`config.mk`:
```
export PLATFORM = sky130hd
export DESIGN_NAME = paged_pc_unit
export DESIGN_NICKNAME = d
export VERILOG_FILES = /design/src/rtl/pcu_pkg.sv /design/src/rtl/pcu_page_latch.sv /design/src/rtl/pcu_ret_stack.sv /design/src/rtl/pcu_target.sv /design/src/rtl/paged_pc_unit.sv
export SDC_FILE = /design/constraint.sdc
export NUM_CORES = 1
export LEC_CHECK = 0
export ABC_CLOCK_PERIOD_IN_PS = 7800
export BUFFER_PORTS_ARGS = -buffer_cell sky130_fd_sc_hd__buf_2
export CAP_MARGIN = 20
export CORE_MARGIN = 2
export CORE_UTILIZATION = 50
export DETAILED_ROUTE_END_ITERATION = 10
export HOLD_SLACK_MARGIN = 0.12
export PLACE_DENSITY = 0.73
export SLEW_MARGIN = 20
export SYNTH_ARGS = -nofsm -noshare
export SYNTH_HDL_FRONTEND = slang
export SYNTH_SLANG_ARGS = --single-unit
```
`constraint.sdc`:
```
create_clock -name clk -period 7.8 [get_ports clk]
set_input_delay 0.78 -clock clk [delete_from_list [all_inputs] [get_ports clk]]
set_output_delay 0.78 -clock clk [all_outputs]
set_load 0.1 [all_outputs]
```
`src/rtl/pcu_pkg.sv`:
```
package pcu_pkg;

  typedef enum logic [1:0] {
    OP_SEQ  = 2'd0,
    OP_JUMP = 2'd1,
    OP_CALL = 2'd2,
    OP_RET  = 2'd3
  } pc_op_e;

  // Number of page-select bits that address implemented memory.
  function automatic int honoured_page_bits(input int words, input int lit_w, input int pg_w);
    int n;
    n = 0;
    for (int i = 0; i < pg_w; i++) begin
      if (words > (1 << (lit_w + i))) n = i + 1;
    end
    return n;
  endfunction

endpackage

```
`src/rtl/pcu_page_latch.sv`:
```
module pcu_page_latch #(
  parameter int W = 2
) (
  input  logic         clk,
  input  logic         rst_n,
  input  logic         we_i,
  input  logic [W-1:0] d_i,
  output logic [W-1:0] q_o
);

  logic [W-1:0] q_q, q_d;

  always_comb begin
    q_d = q_q;
    if (we_i) q_d = d_i;
  end

  always_ff @(posedge clk or negedge rst_n) begin
    if (!rst_n) q_q <= '0;
    else        q_q <= q_d;
  end

  assign q_o = q_q;

  // without a write the latch keeps its value
  p_latch_hold_r6: assert property (@(posedge clk) disable iff (!rst_n)
    !we_i |=> $stable(q_q));

endmodule

```
`src/rtl/pcu_ret_stack.sv`:
```
module pcu_ret_stack #(
  parameter int DEPTH = 8,
  parameter int W     = 13
) (
  input  logic         clk,
  input  logic         rst_n,
  input  logic         push_i,
  input  logic         pop_i,
  input  logic [W-1:0] push_data_i,
  output logic [W-1:0] top_o
);

  localparam int SP_W = (DEPTH > 1) ? $clog2(DEPTH) : 1;

  logic [SP_W-1:0] sp_q, sp_d;
  logic [W-1:0]    mem_q [DEPTH];

  // circular pointer: wraps freely in both directions
  always_comb begin
    sp_d = sp_q;
    if (push_i)     sp_d = sp_q + SP_W'(1);
    else if (pop_i) sp_d = sp_q - SP_W'(1);
  end

  always_ff @(posedge clk or negedge rst_n) begin
    if (!rst_n) sp_q <= '0;
    else        sp_q <= sp_d;
  end

  // storage has no reset; written only under the push enable
  always_ff @(posedge clk) begin
    if (push_i) mem_q[sp_q] <= push_data_i;
  end

  assign top_o = mem_q[sp_q - SP_W'(1)];

  // a push advances the pointer by one, modulo depth
  p_push_advance_r9: assert property (@(posedge clk) disable iff (!rst_n)
    push_i |=> sp_q == SP_W'($past(sp_q) + SP_W'(1)));

  // a pop retreats the pointer by one, modulo depth
  p_pop_retreat_r9: assert property (@(posedge clk) disable iff (!rst_n)
    (pop_i && !push_i) |=> sp_q == SP_W'($past(sp_q) - SP_W'(1)));

  // push and pop never requested together
  p_push_pop_excl_r10: assert property (@(posedge clk) disable iff (!rst_n)
    !(push_i && pop_i));

endmodule

```
`src/rtl/pcu_target.sv`:
```
module pcu_target #(
  parameter int LIT_W = 11,
  parameter int PG_W  = 2,
  parameter int HON   = 2
) (
  input  logic [PG_W-1:0]       page_i,
  input  logic [LIT_W-1:0]      lit_i,
  output logic [LIT_W+PG_W-1:0] tgt_o
);

  assign tgt_o[LIT_W-1:0] = lit_i;

  // each page bit is either taken from the latch or tied low
  for (genvar i = 0; i < PG_W; i++) begin : g_page
    if (i < HON) begin : g_use
      assign tgt_o[LIT_W+i] = page_i[i];
    end else begin : g_zero
      assign tgt_o[LIT_W+i] = 1'b0;
    end
  end

endmodule

```
`src/rtl/paged_pc_unit.sv`:
```
module paged_pc_unit #(
  parameter int PC_W        = 13,
  parameter int LIT_W       = 11,
  parameter int STACK_DEPTH = 8,
  parameter int MEM_WORDS   = 8192
) (
  input  logic                 clk,
  input  logic                 rst_n,
  input  logic                 call_i,
  input  logic                 goto_i,
  input  logic                 ret_i,
  input  logic [LIT_W-1:0]     lit_i,
  input  logic                 page_we_i,
  input  logic [PC_W-LIT_W-1:0] page_d_i,
  output logic [PC_W-1:0]      pc_o
);

  import pcu_pkg::*;

  localparam int PG_W = PC_W - LIT_W;
  localparam int HON  = honoured_page_bits(MEM_WORDS, LIT_W, PG_W);

  pc_op_e          op;
  logic [PC_W-1:0] pc_q, pc_d;
  logic [PC_W-1:0] pc_inc;
  logic [PC_W-1:0] jump_tgt;
  logic [PC_W-1:0] stack_top;
  logic [PG_W-1:0] page_q;

  // strobe decode
  always_comb begin
    op = OP_SEQ;
    if (call_i)      op = OP_CALL;
    else if (goto_i) op = OP_JUMP;
    else if (ret_i)  op = OP_RET;
  end

  pcu_page_latch #(.W(PG_W)) u_latch (
    .clk   (clk),
    .rst_n (rst_n),
    .we_i  (page_we_i),
    .d_i   (page_d_i),
    .q_o   (page_q)
  );

  pcu_target #(.LIT_W(LIT_W), .PG_W(PG_W), .HON(HON)) u_target (
    .page_i (page_q),
    .lit_i  (lit_i),
    .tgt_o  (jump_tgt)
  );

  assign pc_inc = pc_q + PC_W'(1);

  pcu_ret_stack #(.DEPTH(STACK_DEPTH), .W(PC_W)) u_stack (
    .clk         (clk),
    .rst_n       (rst_n),
    .push_i      (op == OP_CALL),
    .pop_i       (op == OP_RET),
    .push_data_i (pc_inc),
    .top_o       (stack_top)
  );

  always_comb begin
    unique case (op)
      OP_CALL, OP_JUMP: pc_d = jump_tgt;
      OP_RET:           pc_d = stack_top;
      default:          pc_d = pc_inc;
    endcase
  end

  always_ff @(posedge clk or negedge rst_n) begin
    if (!rst_n) pc_q <= '0;
    else        pc_q <= pc_d;
  end

  assign pc_o = pc_q;

  // no strobe means a step of one, wrapping at the top
  p_seq_step_r2: assert property (@(posedge clk) disable iff (!rst_n)
    (!call_i && !goto_i && !ret_i) |=> pc_q == PC_W'($past(pc_q) + 1));

  // the literal lands in the low address bits on a branch
  p_jump_low_r3: assert property (@(posedge clk) disable iff (!rst_n)
    (call_i || goto_i) |=> pc_q[LIT_W-1:0] == $past(lit_i));

  // a call followed at once by a return resumes after the call
  p_call_ret_r5: assert property (@(posedge clk) disable iff (!rst_n)
    call_i ##1 ret_i |=> pc_q == PC_W'($past(pc_q, 2) + 1));

  // strobes are mutually exclusive
  p_strobe_onehot_r10: assert property (@(posedge clk) disable iff (!rst_n)
    $onehot0({call_i, goto_i, ret_i}));

  // R7 (no page bit honoured) and R8 (only the low one honoured)
  if (HON < PG_W) begin : g_page_force
    p_page_forced_r7: assert property (@(posedge clk) disable iff (!rst_n)
      (call_i || goto_i) |=> pc_q[PC_W-1:LIT_W+HON] == '0);
  end

endmodule

```
[Yosys cells after proc, flatten, opt, wreduce, memory -nomap -nowiden]
Memory sizes are Yosys's and may differ from the RTL's.
Index checks and enable logic that the tools add are counted.
Storage, ports and cells
  output and inout bits: 13
  memories kept: 1
  input bits: 19
  memory bits (writable): 104
  flip-flop bits (word level): 18
  word-level logic and storage cells: 20
Cells by class
  equal/unequal tests: 3
  reduce and logical (&&, ||, !) cells: 2
  multiplexer cells: 8
  $add $sub $neg: 3
Memories
  u_stack.mem_q: words 8, bits a word 13, read ports 1, clocked after Yosys merged registers in 0, wr ports 1, line pcu_ret_stack.sv:16  | logic [W-1:0] mem_q [DEPTH];
Operators with widths (count)
  13-bit one-hot mux with 2 select lines: 1
  13-bit by 1-bit adder with 13-bit output (second input constant): 1
  2-bit two-way mux: 3
  3-bit two-way mux: 2
  2-bit == test (second input constant): 2
  3-bit by 1-bit adder with 3-bit output (second input constant): 1
  3-bit by 1-bit subtractor with 3-bit output (second input constant): 1
  2-bit by 1-bit == test with 1-bit output (second input constant): 1
  1-bit two-way mux: 2
  2-bit nonzero test: 1
  2-bit OR reduction: 1

[Depth between registers and ports, before layout]
  depth after elaboration: 6
  gate-level depth with buffers: 8
  depth with buffers taken out: 8

[Modules after synthesis]
A second synthesis with hierarchy kept.
Second synthesis, totals
  cell total of the unflattened synthesis: 393
  area, all modules: 5556.6 um2
Modules (own cells, without submodules)
  pcu_ret_stack: sequential area each 3198.1 um2, times used 1, area each 4408.0 um2, cells an instance 267
  paged_pc_unit: sequential area each 325.3 um2, times used 1, area each 978.4 um2, cells an instance 109
  pcu_target: sequential area each 0.0 um2, times used 1, area each 97.6 um2, cells an instance 13
  pcu_page_latch: sequential area each 50.0 um2, times used 1, area each 72.6 um2, cells an instance 4

[Worst setup path before layout]
OpenSTA, ideal clock, no wires.
  kind: reg2reg
  from: register u_stack.sp_q[0]
  to: register pc_q[7], in the netlist pc_o[7]
  slack: 5.168 ns
  cell stages (with the launch flop): 8
  arrival time: 2.506 ns
  required time: 7.674 ns
  period minus slack after synthesis: 2.632 ns
  path buffers: 1
  cell sequence: dfrtp_1 > clkbuf_1 > inv_1 > ha_1 > xor2_4 > mux4_2 > a2bb2oi_2 > a221o_1
Between the ends
  word-level cells in the longest chain between the ends: 3
Ends and longest elaborated chain
  start: declaration: line pcu_ret_stack.sv:15  | logic [SP_W-1:0] sp_q, sp_d;
  start signal: assignment: line pcu_ret_stack.sv:27  | else sp_q <= sp_d;
  3-bit by 1-bit subtractor with 3-bit output: line pcu_ret_stack.sv:35  | assign top_o = mem_q[sp_q - SP_W'(1)];
  memory 8 x 13 bit
  13-bit one-hot mux with 2 select lines: line paged_pc_unit.sv:64  | unique case (op)
  via pc_d[7]: line paged_pc_unit.sv:24  | logic [PC_W-1:0] pc_q, pc_d;
  end signal: assignment: line paged_pc_unit.sv:73  | else pc_q <= pc_d;
  end: declaration: line paged_pc_unit.sv:24
The timed path passes the listed nets, and every way through them passes these cells.
A chain may end at the register's enable or synchronous reset.

[Final worst setup path]
Ends and elaborated chain as after synthesis.

==> flow_metrics.py <==
metrics = {
    "logic_synthesis": {
        "async_flop_share_pct": 14.75,
        "synth_nets": 329,
        "synth.distinct_cells": 40,
        "yosysWarnings": 0,
        "synth-edff-count": 104,
        "synth-main-ff-cell": "edfxtp_1",
        "synth_area_sq_um": 5151,
        "syn_avg_cell_area_sq_um": 16.89,
        "ys_seq_area_share_pct": 69.37,
        "ys_ff_latch": 122,
        "netlist_instances": 305,
    },
    "detailed_routing": {
        "routedWlPerCell_um": 22.10,
        "drcViolationCount": 0,
        "wl_mm": 11.03,
        "final_antenna_net_count": 0,
        "dr_total_vias": 2904,
        "drt_iter0_markers": 188,
        "firstDrtPassIters": 5,
        "viasPerCell": 5.820,
    },
    "critical_path": {
        "worstSetupPathType": "register to register",
        "path_cells": "buf_4, inv_1, ha_1, xor2_4, mux4_2, a2bb2oi_2, a221o_1",
        "r2r_start": "u_stack.sp_q[0]$_DFFE_PN0P_",
        "r2r_setup_slack_ns": 4.61,
        "crit_fanout": 31,
        "r2r-end": "pc_o[7]$_DFF_PN0_",
        "worstSetupStartpointType": "register",
        "cp_slowest_cell": "xor2_4",
        "max_stage_delay_ns": 0.69,
        "reg2reg_depth": 7,
        "critPathArrivalTime_ns": 3.59,
        "worstPathRequired_ns": 8.21,
        "critPathCaptureType": "register",
    },
    "cts": {
        "clockRootBuffer": "clkbuf_8",
        "htreeDepth": 4,
        "post-cts-setup-buffers": 0,
        "cts_resized": 0,
        "clk_pin_slew_ns": 0.06,
        "clk_latency_ns": 0.52,
        "cts_made_buffers": 17,
        "hold_buffers": 0,
        "cts_buffer_depth": 2,
        "cts_tree": "done",
        "cts_sinks": 122,
    },
    "outcome": {
        "outcome": "finished, final reports clean",
    },
    "global_route": {
        "grt_pass1_vias": 2954,
        "grt_antenna_before_repair": 0,
        "grt_pass1_wl_mm": 17.00,
        "grt_max_degree": 32,
        "track_usage_pct": 21.46,
        "gr-total-overflow": 0,
    },
    "min_path": {
        "hp-class": "input port to async pin",
    },
    "floorplan": {
        "ios": 32,
        "start_util_pct": 50.58,
        "die_h_um": 105.5,
        "core_sq_um": 10180,
        "row_count": 37,
        "die_w_um": 105.5,
        "die-area_sq_um": 11130,
    },
    "cells_and_area": {
        "regArea_sq_um": 3573,
        "drive_gt1_share_pct": 28.37,
        "final_nets": 374,
        "syn_to_final_growth_pct": 17.51,
        "multiInputGateArea_sq_um": 1509,
        "n_antenna_cell": 0,
        "design_area_sq_um": 6053,
        "fill_cells": 779,
    },
    "placed_design": {
        "io_buffers": 31,
        "hpwlAfterDp_mm": 6.702,
        "pre_cts_ws_ns": 4.548,
        "place_area_sq_um": 5498,
        "place.gp.congestion": 0.8041,
    },
    "sta": {
        "fin_setup_tns_ns": 0,
        "hold_violations": 0,
        "post-route-period-util_pct": 40.85,
        "setup_violations": 0,
        "finClkSkew_ns": 0.007904,
        "slew_violations": 0,
        "fmax_mhz": 313.8,
        "rsz0062_at_grt": "false",
        "final.setup.worst_slack_ns": 4.614,
        "min_period_ns": 3.186,
        "slew_headroom_pct": 31.46,
        "worst_pin_slew_ns": 1.027,
    },
    "pwr": {
        "power_density_nw_per_um2": 379.8,
        "ir_drop_uv": 171.2,
        "p_leak_nw": 2.173,
    },
    "job": {
        "maxCapViolCount": 0,
    },
}
## where the power goes
part / total, mW / internal [mW] / switching, mW
registers: 0.907 / 0.847 / 0.0601
logic: 0.664 / 0.231 / 0.434
clock network: 0.728 / 0.427 / 0.301
## cells in the final DEF (no fill, tap or decap), types with 5 or more instances in the layout
master     count
edfxtp_1     104
buf_2         31
nand2_1       25
mux4_2        20
dfrtp_1       18
clkbuf_16     16
mux2i_1       10
nor2_1         9
inv_1          8
xnor2_1        8
o21ai_0        8
buf_4          8
a21oi_1        7
nand3_1        6
nand4_1        5
xor2_1         5
mux2_2         5
a221o_1        5
ha_1           5
## cell type report
class	count	share of cell area, %
clock inverters	15	2.336
clock buffers	17	6.842
repair buffers	39	3.555
well taps	136	2.811
multi-input cells	162	24.93
flip-flops and latches	122	59.03
inverters	8	0.4961
## synth_stat cells, types with 5 or more instances
cell / instances / area, sq um
edfxtp_1: 104 / 3123
xnor2_1: 8 / 70.07
a221o_1: 5 / 50.05
nor2_1: 11 / 41.29
nand4_1: 5 / 31.28
ha_1: 5 / 62.56
mux2_2: 5 / 56.30
nand3_1: 6 / 30.03
nand2_1: 25 / 93.84
xor2_1: 5 / 43.79
mux2i_1: 10 / 100.1
inv_1: 8 / 30.03
mux4_2: 20 / 450.4
nor3_1: 6 / 30.03
clkbuf_1: 8 / 30.03
o21ai_0: 8 / 40.04
dfrtp_1: 18 / 450.4
a21oi_1: 7 / 35.03
## registers in the layout, indices dropped and copies added, names as in the netlist
register       cells
u_stack.mem_q    104
u_latch.q_o        2
pc_o              13
u_stack.sp_q       3
## worst max-delay path, delay by kind of cell (launching register included)
family	cells	cell delay, ns
fa+ha+maj	1	0.36
mux	1	0.60
compound gates	2	0.45
buf+inv	2	0.63
xor+xnor	1	0.69
flops	1	0.32
## worst max path at each step
stage                         to  slack (ns)                         from
6_report       pc_o[7]$_DFF_PN0_        4.61  u_stack.sp_q[0]$_DFFE_PN0P_
3_5_place_dp   pc_o[7]$_DFF_PN0_        4.55  u_stack.sp_q[0]$_DFFE_PN0P_
2_1_floorplan  pc_o[7]$_DFF_PN0_        5.17  u_stack.sp_q[0]$_DFFE_PN0P_
5_1_grt        pc_o[7]$_DFF_PN0_        4.40  u_stack.sp_q[0]$_DFFE_PN0P_
3_3_place_gp   pc_o[7]$_DFF_PN0_        4.61  u_stack.sp_q[0]$_DFFE_PN0P_
4_1_cts        pc_o[7]$_DFF_PN0_        4.56  u_stack.sp_q[0]$_DFFE_PN0P_
## cell families after synthesis
group,share of synthesized area (%)
adders and majority gates,1.214
and+or+nand+nor,6.680
AOI/OAI and AO/OA,4.737
buffers and inverters,1.627
muxes,13.31
xor gates and xnor gates,3.061
DFF,69.37
## stage by stage
step	util [%]	power, mW	hold WS [ns]	instances
3_5_place_dp	53.98	1.585	0.5004	467
6_report	59.43	2.299	0.2007	499
2_1_floorplan	-	1.406	0.4733	305
3_3_place_gp	53.98	1.566	0.4964	467
4_1_cts	59.43	2.310	0.2059	499
5_1_grt	59.43	2.392	0.2015	499
## per-layer routing
metal | wire [um] | vias to the layer above | global-route usage (%) | part of all wire [%]
li1 | - | 1295 | - | -
met1 | 4910 | 1496 | 29.85 | 45
met2 | 5325 | 98 | 32.49 | 48
met3 | 618 | 15 | 6.370 | 5.6
met4 | 174 | 0 | 7.801 | 1.6
met5 | 0 | - | 0 | 0
(Power assumes the default switching activity.)
